<file path="src/rtl/qic_pkg.sv">
package qic_pkg;
    // Decoder state encodes the filtered {A,B} pair directly.
    typedef enum logic [1:0] {
        PH_00 = 2'b00,
        PH_01 = 2'b01,
        PH_10 = 2'b10,
        PH_11 = 2'b11
    } phase_t;

    typedef enum logic {
        IDX_IDLE  = 1'b0,
        IDX_ARMED = 1'b1
    } idx_state_t;

    localparam int unsigned NUM_LINES = 4;
    localparam int unsigned LINE_A    = 0;
    localparam int unsigned LINE_B    = 1;
    localparam int unsigned LINE_IDX  = 2;
    localparam int unsigned LINE_MASK = 3;
endpackage

</file>
<file path="src/rtl/qic_line_filter.sv">
module qic_line_filter #(
    parameter int unsigned LONG_LEN  = 15,
    parameter int unsigned SHORT_LEN = 3
) (
    input  logic clk,
    input  logic rst_n,
    input  logic pin_in,
    input  logic long_sel,
    output logic level_o
);
    localparam int unsigned CW = $clog2(LONG_LEN + 1);
    localparam logic [CW-1:0] LONG_LAST  = CW'(LONG_LEN - 1);
    localparam logic [CW-1:0] SHORT_LAST = CW'(SHORT_LEN - 1);

    logic          meta_q, sync_q;
    logic [CW-1:0] run_q;
    logic [CW-1:0] last;

    assign last = long_sel ? LONG_LAST : SHORT_LAST;

    always_ff @(posedge clk or negedge rst_n) begin
        if (!rst_n) begin
            meta_q <= 1'b0;
            sync_q <= 1'b0;
        end else begin
            meta_q <= pin_in;
            sync_q <= meta_q;
        end
    end

    // Accept a new level on the Nth consecutive differing sample.
    always_ff @(posedge clk or negedge rst_n) begin
        if (!rst_n) begin
            run_q   <= '0;
            level_o <= 1'b0;
        end else if (sync_q == level_o) begin
            run_q <= '0;
        end else if (run_q >= last) begin
            run_q   <= '0;
            level_o <= sync_q;
        end else begin
            run_q <= run_q + 1'b1;
        end
    end
endmodule

</file>
<file path="src/rtl/qic_phase_decoder.sv">
module qic_phase_decoder
    import qic_pkg::*;
(
    input  logic clk,
    input  logic rst_n,
    input  logic a_f,
    input  logic b_f,
    input  logic updown,
    output logic step_up,
    output logic step_dn
);
    phase_t state_q, now;

    assign now = phase_t'({a_f, b_f});

    // State register: follows the filtered pair every clock.
    always_ff @(posedge clk or negedge rst_n) begin
        if (!rst_n) state_q <= PH_00;
        else        state_q <= now;
    end

    // Output logic.
    always_comb begin
        step_up = 1'b0;
        step_dn = 1'b0;
        if (updown) begin
            if (!state_q[1] && a_f) begin
                step_up = !b_f;
                step_dn = b_f;
            end
        end else begin
            unique case (state_q)
                PH_00: begin step_up = (now == PH_10); step_dn = (now == PH_01); end
                PH_10: begin step_up = (now == PH_11); step_dn = (now == PH_00); end
                PH_11: begin step_up = (now == PH_01); step_dn = (now == PH_10); end
                PH_01: begin step_up = (now == PH_00); step_dn = (now == PH_11); end
                default: begin step_up = 1'b0; step_dn = 1'b0; end
            endcase
        end
    end
endmodule

</file>
<file path="src/rtl/qic_index_arm.sv">
module qic_index_arm
    import qic_pkg::*;
(
    input  logic clk,
    input  logic rst_n,
    input  logic idx_f,
    input  logic mask_f,
    input  logic rise_sel,
    input  logic mask_en,
    input  logic mask_high,
    input  logic arm_req,
    output logic fire,
    output logic armed
);
    idx_state_t state_q, state_d;
    logic       idx_prev_q;
    logic       edge_hit, mask_ok;

    always_ff @(posedge clk or negedge rst_n) begin
        if (!rst_n) idx_prev_q <= 1'b0;
        else        idx_prev_q <= idx_f;
    end

    assign edge_hit = rise_sel ? (idx_f && !idx_prev_q) : (!idx_f && idx_prev_q);
    assign mask_ok  = !mask_en || (mask_f == mask_high);

    // State register.
    always_ff @(posedge clk or negedge rst_n) begin
        if (!rst_n) state_q <= IDX_IDLE;
        else        state_q <= state_d;
    end

    // Next state and outputs.
    always_comb begin
        state_d = state_q;
        fire    = 1'b0;
        unique case (state_q)
            IDX_IDLE: begin
                if (arm_req) state_d = IDX_ARMED;
            end
            IDX_ARMED: begin
                if (edge_hit && mask_ok) begin
                    fire    = 1'b1;
                    state_d = IDX_IDLE;
                end
            end
            default: state_d = IDX_IDLE;
        endcase
    end

    assign armed = (state_q == IDX_ARMED);
endmodule

</file>
<file path="src/rtl/quad_index_counter.sv">
module quad_index_counter
    import qic_pkg::*;
#(
    parameter int unsigned CNT_W     = 32,
    parameter int unsigned LONG_LEN  = 15,
    parameter int unsigned SHORT_LEN = 3
) (
    input  logic             clk,
    input  logic             rst_n,
    input  logic             pin_a,
    input  logic             pin_b,
    input  logic             pin_idx,
    input  logic             pin_mask,
    input  logic             cfg_long_filter,
    input  logic             cfg_updown,
    input  logic             cfg_idx_rise,
    input  logic             cfg_mask_en,
    input  logic             cfg_mask_high,
    input  logic             arm_req,
    input  logic             clr_count,
    output logic [CNT_W-1:0] count_o,
    output logic [CNT_W-1:0] raw_o,
    output logic             armed_o
);
    logic [NUM_LINES-1:0] pins, lvl;
    logic                 step_up, step_dn, fire;
    logic [CNT_W-1:0]     delta;

    assign pins = {pin_mask, pin_idx, pin_b, pin_a};

    for (genvar i = 0; i < NUM_LINES; i++) begin : g_line
        qic_line_filter #(
            .LONG_LEN (LONG_LEN),
            .SHORT_LEN(SHORT_LEN)
        ) u_filt (
            .clk     (clk),
            .rst_n   (rst_n),
            .pin_in  (pins[i]),
            .long_sel(cfg_long_filter),
            .level_o (lvl[i])
        );
    end

    qic_phase_decoder u_dec (
        .clk    (clk),
        .rst_n  (rst_n),
        .a_f    (lvl[LINE_A]),
        .b_f    (lvl[LINE_B]),
        .updown (cfg_updown),
        .step_up(step_up),
        .step_dn(step_dn)
    );

    qic_index_arm u_idx (
        .clk      (clk),
        .rst_n    (rst_n),
        .idx_f    (lvl[LINE_IDX]),
        .mask_f   (lvl[LINE_MASK]),
        .rise_sel (cfg_idx_rise),
        .mask_en  (cfg_mask_en),
        .mask_high(cfg_mask_high),
        .arm_req  (arm_req),
        .fire     (fire),
        .armed    (armed_o)
    );

    assign delta = step_up ? CNT_W'(1) : (step_dn ? {CNT_W{1'b1}} : '0);

    always_ff @(posedge clk or negedge rst_n) begin
        if (!rst_n) begin
            count_o <= '0;
            raw_o   <= '0;
        end else begin
            raw_o <= raw_o + delta;
            if (clr_count || fire) count_o <= '0;
            else                   count_o <= count_o + delta;
        end
    end
endmodule

</file>
<file path="config.mk">
export PLATFORM = sky130hd
export DESIGN_NAME = quad_index_counter
export DESIGN_NICKNAME = d
export VERILOG_FILES = /design/src/rtl/qic_pkg.sv /design/src/rtl/qic_line_filter.sv /design/src/rtl/qic_phase_decoder.sv /design/src/rtl/qic_index_arm.sv /design/src/rtl/quad_index_counter.sv
export SDC_FILE = /design/constraint.sdc
export NUM_CORES = 1
export LEC_CHECK = 0
export ABC_AREA = 0
export BUFFER_PORTS_ARGS = -buffer_cell sky130_fd_sc_hd__buf_2
export CORE_AREA = 2 2 112 114
export CTS_CLUSTER_DIAMETER = 150
export DETAILED_ROUTE_END_ITERATION = 12
export DIE_AREA = 0 0 114 116
export PLACE_DENSITY = 0.83
export SYNTH_ARGS = -nofsm -noshare
export SYNTH_HDL_FRONTEND = slang
export SYNTH_SLANG_ARGS = --single-unit
export TNS_END_PERCENT = 5
</file>
<file path="constraint.sdc">
create_clock -name clk -period 5.6 [get_ports clk]
set_input_delay 0.84 -clock clk [delete_from_list [all_inputs] [get_ports clk]]
set_output_delay 0.84 -clock clk [all_outputs]
set_load 0.005 [all_outputs]
</file>
# Yosys cells after proc, flatten, opt, wreduce, memory -nomap -nowiden
# Index checks and enable logic that the tools add are counted.
# W data, S select, Z words.
# totals
register_bits	96
inputBits	13
output_inout_bits	65
wordCells	88
# classes
add_sub_neg	6
order_cmp	4
eq_ne	11
n_mux	24
bitwise_logic	5
n_reduce_logical	17
# op_table
operator	count
$mux W32	3
$add A32 B32 Y32	2
$mux W4	9
$add A4 B1 Y4 const B	4
$ge A4 B4 Y1	4
$mux W1	9
$eq A2 B2 Y1 const B	4
$pmux W1 S4	2
$reduce_and A2 Y1	4
$eq A1 B1 Y1	5
$logic_not A1 Y1	5
$not A1 Y1	5
$eq A2 B1 Y1 const B	2
$logic_and A1 B1 Y1	4
$logic_not A2 Y1	2
$logic_or A1 B1 Y1	2
$pmux W1 S2	1

# Depth between registers and ports, before layout
# Gate-level depths: netlist of the first run.
# depth
depth_word	8
depth_mapped	15
depth_no_buf	15

# Hierarchy
# A second synthesis of the first run with hierarchy kept.
# hier_totals
cells_unflattened	780
hier_area_um2	6785.3
# modules_own_cells
mod	n_inst	cells_each	area_per_inst_um2	seq_area_each_um2
quad_index_counter	1	650	5247.5	1601.5
qic_line_filter	4	26	324.1	175.2
qic_phase_decoder	1	16	140.1	50.0
qic_index_arm	1	10	101.3	50.0

# Worst setup path before layout of the first run
# OpenSTA, ideal clock, no wires.
# synth_timing
path_kind	input-to-reg
from	in cfg_updown
to	reg raw_o[30]
setup_ns	0.087
arrival_time_ns	4.423
required_ns	5.513
path_slack_ns	1.091
stages	12
n_path_buf	0
cell_sequence	o21ai_0 > o22ai_2 > inv_1 > fa_1 > nand2b_1 > a21oi_2 > o311ai_2 > a211oi_2 > o311ai_2 > a311oi_2 > nand4b_1 > o211ai_1
# synth_between
elab_chain_len	4
elab_cells_between_ends	5
classes_between	1 x add/sub; 4 x mux
# synth_lines
element	line	source
start: declaration	quad_index_counter.sv:15	input logic cfg_updown,
$mux W1	qic_phase_decoder.sv:26	if (updown) begin
$mux W32	quad_index_counter.sv:67	assign delta = step_up ? CNT_W'(1) : (step_dn ? {CNT_W{1'b1}} : '0);
$mux W32 (*)	quad_index_counter.sv:67	
$add A32 B32 Y32 (*)	quad_index_counter.sv:74	raw_o <= raw_o + delta;
end signal: assignment	quad_index_counter.sv:74	
end: declaration	quad_index_counter.sv:22	output logic [CNT_W-1:0] raw_o,
# Every way passes the cells marked *; elsewhere a longest branch is shown, timed or not.
# A chain may end at the register's enable or synchronous reset.

# Worst setup path after layout of the first run
# layout_timing
from	reg g_line[0].u_filt.level_o
to	reg raw_o[23]
# layout_between
elab_chain_len	6
elab_cells_between_ends	14
classes_between	1 x add/sub; 3 x eq/ne; 8 x mux; 2 x reduce/logical
# layout_lines
element	line	source
start: declaration	qic_line_filter.sv:9	output logic level_o
start signal: assignment	qic_line_filter.sv:40	level_o <= sync_q;
$eq A2 B2 Y1 (tied with other cells)	qic_phase_decoder.sv:34, qic_phase_decoder.sv:36	
$pmux W1 S4 / $mux W1 (equally long branches)	qic_phase_decoder.sv:32, qic_phase_decoder.sv:27	
$mux W1	qic_phase_decoder.sv:26	
$mux W32	quad_index_counter.sv:67	
$mux W32 (*)	quad_index_counter.sv:67	
$add A32 B32 Y32 (*)	quad_index_counter.sv:74	
# Marked as above.

==> results of run 1 <==
metal layers:
metal	up-vias	part of all wire, %
met2	154	48
li1	2656	-
met1	2646	44
met4	0	3.4
met3	35	4.5
met5	-	0
power by group:
| part | internal (mW) | total (mW) | leakage (nW) | switching, mW |
|---|---|---|---|---|
| registers | 0.971 | 1.17 | 1.20 | 0.200 |
| logic | 1.34 | 3.19 | 2.43 | 1.85 |
| clock network | 0.319 | 0.609 | 0.140 | 0.290 |
state kept, by name, indices dropped and copies added (netlist names):
| register | cells |
|---|---|
| count_o | 32 |
| g_line.u_filt.level_o | 4 |
| g_line.u_filt.meta_q | 4 |
| g_line.u_filt.run_q | 16 |
| g_line.u_filt.sync_q | 4 |
| raw_o | 32 |
| u_dec.state_q | 2 |
| u_idx.armed | 1 |
| u_idx.idx_prev_q | 1 |
worst max-delay path, delay by kind of cell (launching register included):
family                   cells  cell delay (ns)
AND/OR/NAND/NOR              1             0.21
AO/OA/AOI/OAI                8             2.22
buffers and inverters        1             0.32
XOR/XNOR                     1             0.17
adder cells (fa/ha/maj)      1             0.33
flip-flops                   1             0.51
metrics by stage:
stage               cells  utilization, %  total power [mW]  worst slack [ns]  hold WS (ns)
finish                918           61.81             4.969             1.677        0.3512
global placement      902           59.37             4.172             1.588        0.3330
global route          918           61.81             5.400             1.315        0.3702
CTS                   918           61.81             4.965             1.707        0.3541
floorplan             686               -             3.554             1.091        0.3312
detailed placement    902           59.37             4.323             1.473        0.3379
layout by cell type (no fill, tap or decap), types with 3 or more instances in the layout:
cell / synthesis / routed
nand3_1: 16 / 16
clkbuf_16: 0 / 9
nand2_1: 48 / 48
o21bai_1: 4 / 4
and2_1: 6 / 6
a21o_1: 31 / 31
o31ai_1: 4 / 4
xor2_1: 33 / 33
a21oi_1: 58 / 58
o211ai_1: 6 / 6
buf_2: 1 / 76
nor3_1: 10 / 10
mux2_2: 4 / 4
nand4_1: 7 / 7
and3_2: 3 / 3
inv_1: 20 / 20
nor2b_1: 4 / 4
ha_1: 78 / 78
clkinv_4: 0 / 3
o21ai_1: 16 / 16
a21boi_0: 3 / 3
or2_2: 3 / 3
dfrtp_1: 96 / 96
nor2_1: 78 / 78
xnor2_1: 37 / 37
o21ai_0: 30 / 30
nand2b_1: 7 / 7
a311oi_1: 3 / 3
o21a_1: 4 / 4
and3_1: 9 / 9
a211oi_1: 5 / 5
a31oi_1: 9 / 9
final cells by class:
type                       instances  share of cell area (%)
clock buffer                      10                   3.246
clock inverter                     6                  0.6968
inverter                          20                   1.020
multi-input combinational        560                   54.27
sequential                        96                   32.63
tap                              147                   2.498
timing repair buffer              79                   5.642
kinds of logic (layout without fill, tap and decap cells):
| logic type | after synthesis | in the layout | synth area share (%) |
|---|---|---|---|
| flops | 96 | 96 | 36.85 |
| fa+ha+maj | 80 | 80 | 15.59 |
| simple gates | 206 | 206 | 15.22 |
| xor+xnor | 70 | 70 | 9.405 |
| buf+inv | 30 | 115 | 1.977 |
| compound gates | 198 | 198 | 19.96 |
| mux | 6 | 6 | 0.9980 |
how the worst min path moves through the flow:
stage / cells past startpoint / from / to / slack (ns)
after CTS: 0 / g_line[1].u_filt.meta_q / g_line[1].u_filt.sync_q / 0.35
after detailed placement: 0 / g_line[1].u_filt.meta_q / g_line[1].u_filt.sync_q / 0.34
after global routing: 0 / g_line[2].u_filt.meta_q / g_line[2].u_filt.sync_q / 0.37
final: 0 / g_line[1].u_filt.meta_q / g_line[1].u_filt.sync_q / 0.35
after global placement: 0 / g_line[3].u_filt.meta_q / g_line[3].u_filt.sync_q / 0.33
after floorplan: 0 / g_line[0].u_filt.meta_q / g_line[0].u_filt.sync_q / 0.33
synthesized netlist by cell type (3+ instances only):
master and number:
a31oi_1 9, o211ai_1 6, a21oi_1 58, ha_1 78
nand3_1 16, nand2b_1 7, or2_2 3, a21boi_0 3
nor2_1 78, nor2b_1 4, xor2_1 33, o21a_1 4
nand4_1 7, clkbuf_1 6, dfrtp_1 96, nand2_1 48
a311oi_1 3, mux2_2 4, and2_1 6, and3_1 9
inv_1 20, o31ai_1 4, o21ai_1 16, a211oi_1 5
o21bai_1 4, o21ai_0 30, a21o_1 31, and3_2 3
nor3_1 10, xnor2_1 37
==> metrics.md, run 1 <==
| Metric | Value |
|---|---|
| Status | `finished clean` |
| Area growth from synthesis to layout | `12.94%` |
| Rel. slew slack | `between 40% and 50%` |
| # IOs | `78` |
| Yosys warning total | `0` |
| Cell mode on critical path | `a21oi_1` |
| Diodes inserted | `0` |
| Setup tns final | `0 ns` |
| Syn avg cell area | `approximately 9.5 um2` |
| Netlist cell types | `65` |
| Critical R2R Capture | `raw_o[23]` |
| Share of cells above drive strength 1 | `about 16%` |
| Initial drt markers | `250` |
| Clk buf depth | `2` |
| Ranking of synthesized cells by area | `dfrtp_1 37%, ha_1 15%, xnor2_1 5.0%` |
| Fmax | `around 0.25 GHz` |
| Final Net Count | `around 860` |
| Core footprint | `about 12000 um2` |
| RD Place Congestion | `0.9068` |
| Final Max Tran Viols | `0` |
| Clock latency on the worst-skew pair | `0.36 ns` |
| Routing usage on met3 | `under 10%` |
| Power density over the cells | `674.9 nW/um2` |
| Vias/cell | `about 6` |
| Pin count of the biggest net entering global routing | `between 60 and 70` |
| Met1 Usage GRT | `between 20% and 30%` |
| Worst Setup EP | `raw_o[23]` |
| DRT Wirelength | `14700 um` |
| Leak | `3.774 nW` |
| Reg-to-reg startpoint | `g_line[0].u_filt.level_o` |
| CTS Buf Count | `9` |
| Required time worst endpoint | `slightly below 6 ns` |
| Post-route cell area | `around 7400 um2` |
| Worst-Margin Slew | `approximately 0.83 ns` |
| First-pass GRT wire length | `24950 um` |
| Area post-placement | `just over 7000 um2` |
| Reg area | `between 2000 and 2500 um2` |
| Yosys top cell area share | `a little under two fifths` |
| Async S/R FF share, synth | `100.0%` |
| Gate Count Post-Synth | `slightly below 700` |
| Initial Util | `around 55%` |
| Maximum vdd drop | `475.4 uV` |
| Worst Hold Class | `register to register` |
| Synth Net Count | `between 700 and 800` |
| Post-CTS Setup Bufs | `0` |
| Total global-route track usage | `23.41%` |
| Post-CTS Resized | `0` |
| Setup CP Type | `register to register` |
| Clock skew | `between 0.004 and 0.005 ns` |
| Final hold viol count | `0` |
| FP Rows | `40` |
| Ys flop type | `dfrtp_1` |
| HPWL Detailed | `11030 um` |
| Post-synth EDFFs | `0` |
| Worst-path clk slew | `0.07 ns` |
| Area leader, netlist | `dfrtp_1` |
| Die H | `around 120 um` |
| Crit path time final | `roughly 3.9 ns` |
| RSZ-0062 raised after global routing | `false` |
| Root buffer cell | `clkbuf_16` |
| Arr. time, crit path | `4.15 ns` |
| Crit-path cells | `nor2b_1 > o21ai_0 > o22ai_4 > buf_12 > ha_1 > a21oi_1 > o21ai_0 > a21oi_1 > o21ai_1 > a211oi_2 > a21oi_1 > xor2_1` |
| First-pass DRT Iterations | `5` |
| Worst Path Max Fanout | `40` |
| Share of the yosys chip area belonging to registers | `a little under two fifths` |
| Post-CTS Hold Buffers | `0` |
| H-tree depth | `3` |
| Antenna violations before repair | `0` |
| Die area | `between 10000 and 15000 um2` |
| Endpoint class of the critical path | `register` |
| Critical Path Start Type | `register` |
| Antenna Nets Post-Route | `0` |
| Worst Setup SP | `g_line[0].u_filt.level_o` |
| # setup viols final | `0` |
| Max-Cap Viols | `0` |
| Gr busiest metal | `met2` |
| Filler cells | `approximately 1000` |
| Synthesized flop and latch total | `96` |
| Reg2reg setup slack | `~1.7 ns` |
| TritonCTS clock tree | `yes` |
| Worst R2R Path Depth | `12` |
| Vias in the first global route | `roughly 5500` |
| Vias | `5491` |
| # DRC | `0` |
| Synthesized area | `6519 um2` |
| CP peak stage delay | `between 0.6 and 0.7 ns` |
| Period utilization | `approximately 70%` |
| Die W | `114 um` |
| DR WL/cell | `between 15 and 20 um` |
| Overflow after GRT | `0` |
| Slowest CP cell | `o22ai_4` |
| M2 GR Usage | `roughly 40%` |
| IO Port Bufs | `77` |
| TritonCTS Sinks | `96` |
| Multi-input logic area | `around 4000 um2` |
(Power assumes the default switching activity.)
==> run 2, diff against run 1 <==
clock period = 4 ns   (was 5.6 ns; I/O delays follow)
==> run 2 against run 1 <==
Final cell count is 0.44% higher; critical path depth is 3 higher; utilization is 0.38 points higher; sequential share of layout area is 0.20 points lower; clock power is 44% higher; clock skew is 0.0021 ns higher; final area is 0.61% higher; critical endpoint is now raw_o[30].
==> metrics.md, run 2 (synthesis gave the netlist of run 1 again) <==
| Metric | Value |
|---|---|
| TritonCTS clock tree | `yes` |
| Worst Path Max Fanout | `6` |
| RSZ-0062 raised after global routing | `false` |
| Die H | `116 um` |
| Root buffer cell | `clkbuf_16` |
| Antenna Nets Post-Route | `0` |
| Post-CTS Setup Bufs | `0` |
| Fmax | `0.2744 GHz` |
| Final Max Tran Viols | `0` |
| Maximum vdd drop | `about 490 uV` |
| Die W | `about 110 um` |
| Required time worst endpoint | `about 4.3 ns` |
| Hold_ws | `0.3299 ns` |
| DR WL/cell | `15.98 um` |
| Power density over the cells | `about 950 nW/um2` |
| Core footprint | `approximately 12000 um2` |
| Reg area | `~2400 um2` |
| Clock skew | `approximately 0.007 ns` |
| Commonest non-fill, non-tap cell in the layout | `dfrtp_1` |
| # DRC | `0` |
| Highest-count cells in the layout ignoring fill and taps | `96 x dfrtp_1, 78 x nor2_1, 78 x ha_1` |
| Vias/cell | `approximately 6` |
| Final hold viol count | `0` |
| CTS Buf Count | `9` |
| Clk buf depth | `2` |
| Total global-route track usage | `23.48%` |
| TritonCTS Sinks | `96` |
| Filler cells | `just under 1000` |
| DRT Wirelength | `14730 um` |
| HPWL Detailed | `11200 um` |
| Setup tns final | `0 ns` |
| Rel. slew slack | `about 44%` |
| Final Net Count | `approximately 860` |
| Pin count of the biggest net entering global routing | `67` |
| Worst-path clk slew | `about 0.08 ns` |
| Antenna violations before repair | `1` |
| First-pass DRT Iterations | `5` |
| Die area | `between 10000 and 15000 um2` |
| Area growth from synthesis to layout | `13.63%` |
| Setup CP Type | `register to register` |
| FP Rows | `40` |
| Multi-input logic area | `3995 um2` |
| Initial drt markers | `around 300` |
| Vias in the first global route | `between 5000 and 6000` |
| Overflow after GRT | `0` |
| IO Port Bufs | `77` |
| Vias | `approximately 5500` |
| Post-CTS Hold Buffers | `0` |
| # IOs | `78` |
| Status | `finished clean` |
| First-pass GRT wire length | `approximately 25000 um` |
| H-tree depth | `3` |
| Top Registers | `count_o x32, raw_o x32, g_line.u_filt.run_q x16` |
| Crit path time final | `roughly 3.6 ns` |
| Share of cells above drive strength 1 | `~16%` |
| Max-Cap Viols | `0` |
| Worst-Margin Slew | `around 0.84 ns` |
| Period utilization | `between 90% and 100%` |
| RD Place Congestion | `~0.96` |
| Arr. time, crit path | `3.92 ns` |
| Clock latency on the worst-skew pair | `~0.36 ns` |
| # setup viols final | `0` |
| Endpoint class of the critical path | `register` |
| Worst Hold Class | `input port to async pin` |
| Initial Util | `54.73%` |
| Leak | `3.803 nW` |
| Critical Path Start Type | `register` |
==> run 2: worst paths after layout <==
kind	from	endpoint	slack [ns]	depth (start not counted)
worst max-delay path	g_line[1].u_filt.level_o	raw_o[30]	0.36	15
worst min-delay path	rst_n	count_o[22]	0.33	1
worst max register to register	g_line[1].u_filt.level_o	raw_o[30]	0.36	15
worst min register to register	g_line[2].u_filt.meta_q	g_line[2].u_filt.sync_q	0.35	0
max in group asynchronous	rst_n	raw_o[5]	2.74	2
min in group clk	pin_mask	g_line[3].u_filt.meta_q	0.34	1
==> run 2: timing repair <==
item	in CTS	in global routing
gates resized for setup	0	1
hold endpoints to repair	0	0
endpoints found under the setup margin	0	1
==> run 2: layout make-up <==
class	count	share of cell area, %
well taps	147	2.483
diodes	1	0.03378
repair buffers	82	6.081
inverters	20	1.014
clock buffers	9	3.041
multi-input cells	560	53.94
clock inverters	7	0.9797
flip-flops and latches	96	32.43
==> run 2: power breakdown <==
group          internal, mW  leakage [nW]  total, mW  switching, mW
Clock                 0.444         0.149      0.878          0.434
Sequential             1.36          1.20       1.63          0.274
Combinational          1.91          2.45       4.51           2.60
==> run 2: per-stage QoR <==
step	power (mW)	setup slack [ns]	util, %	instance area [um2]	std cells
2_1_floorplan	4.986	0.1368	-	6526	686
3_3_place_gp	5.878	0.5283	59.66	7107	905
3_5_place_dp	6.084	0.2490	59.66	7107	905
4_1_cts	7.014	0.2296	62.16	7405	921
5_1_grt	7.637	0.04860	62.18	7407	922
6_report	7.022	0.3558	62.18	7407	922
==> run 2: per-layer routing <==
metal	vias up	GRT usage, %	routed length (um)
met5	-	0	0
met4	0	12.28	506
met3	38	3.556	611
met2	170	39.60	7089
met1	2617	29.34	6523
li1	2649	-	-
==> run 2: worst max-delay path, cell delays in order, from the launching register on <==
cell and delay (ns):
dfrtp_1 0.46, xnor2_1 0.29, xor2_1 0.19, a21oi_1 0.08, o21ai_1 0.22, ha_1 0.25
inv_1 0.06, fa_1 0.39, nand2b_1 0.20, a21oi_2 0.21, o311ai_2 0.15, a211oi_2 0.32
o311ai_2 0.16, a311oi_2 0.33, nand4b_1 0.14, o211ai_1 0.11
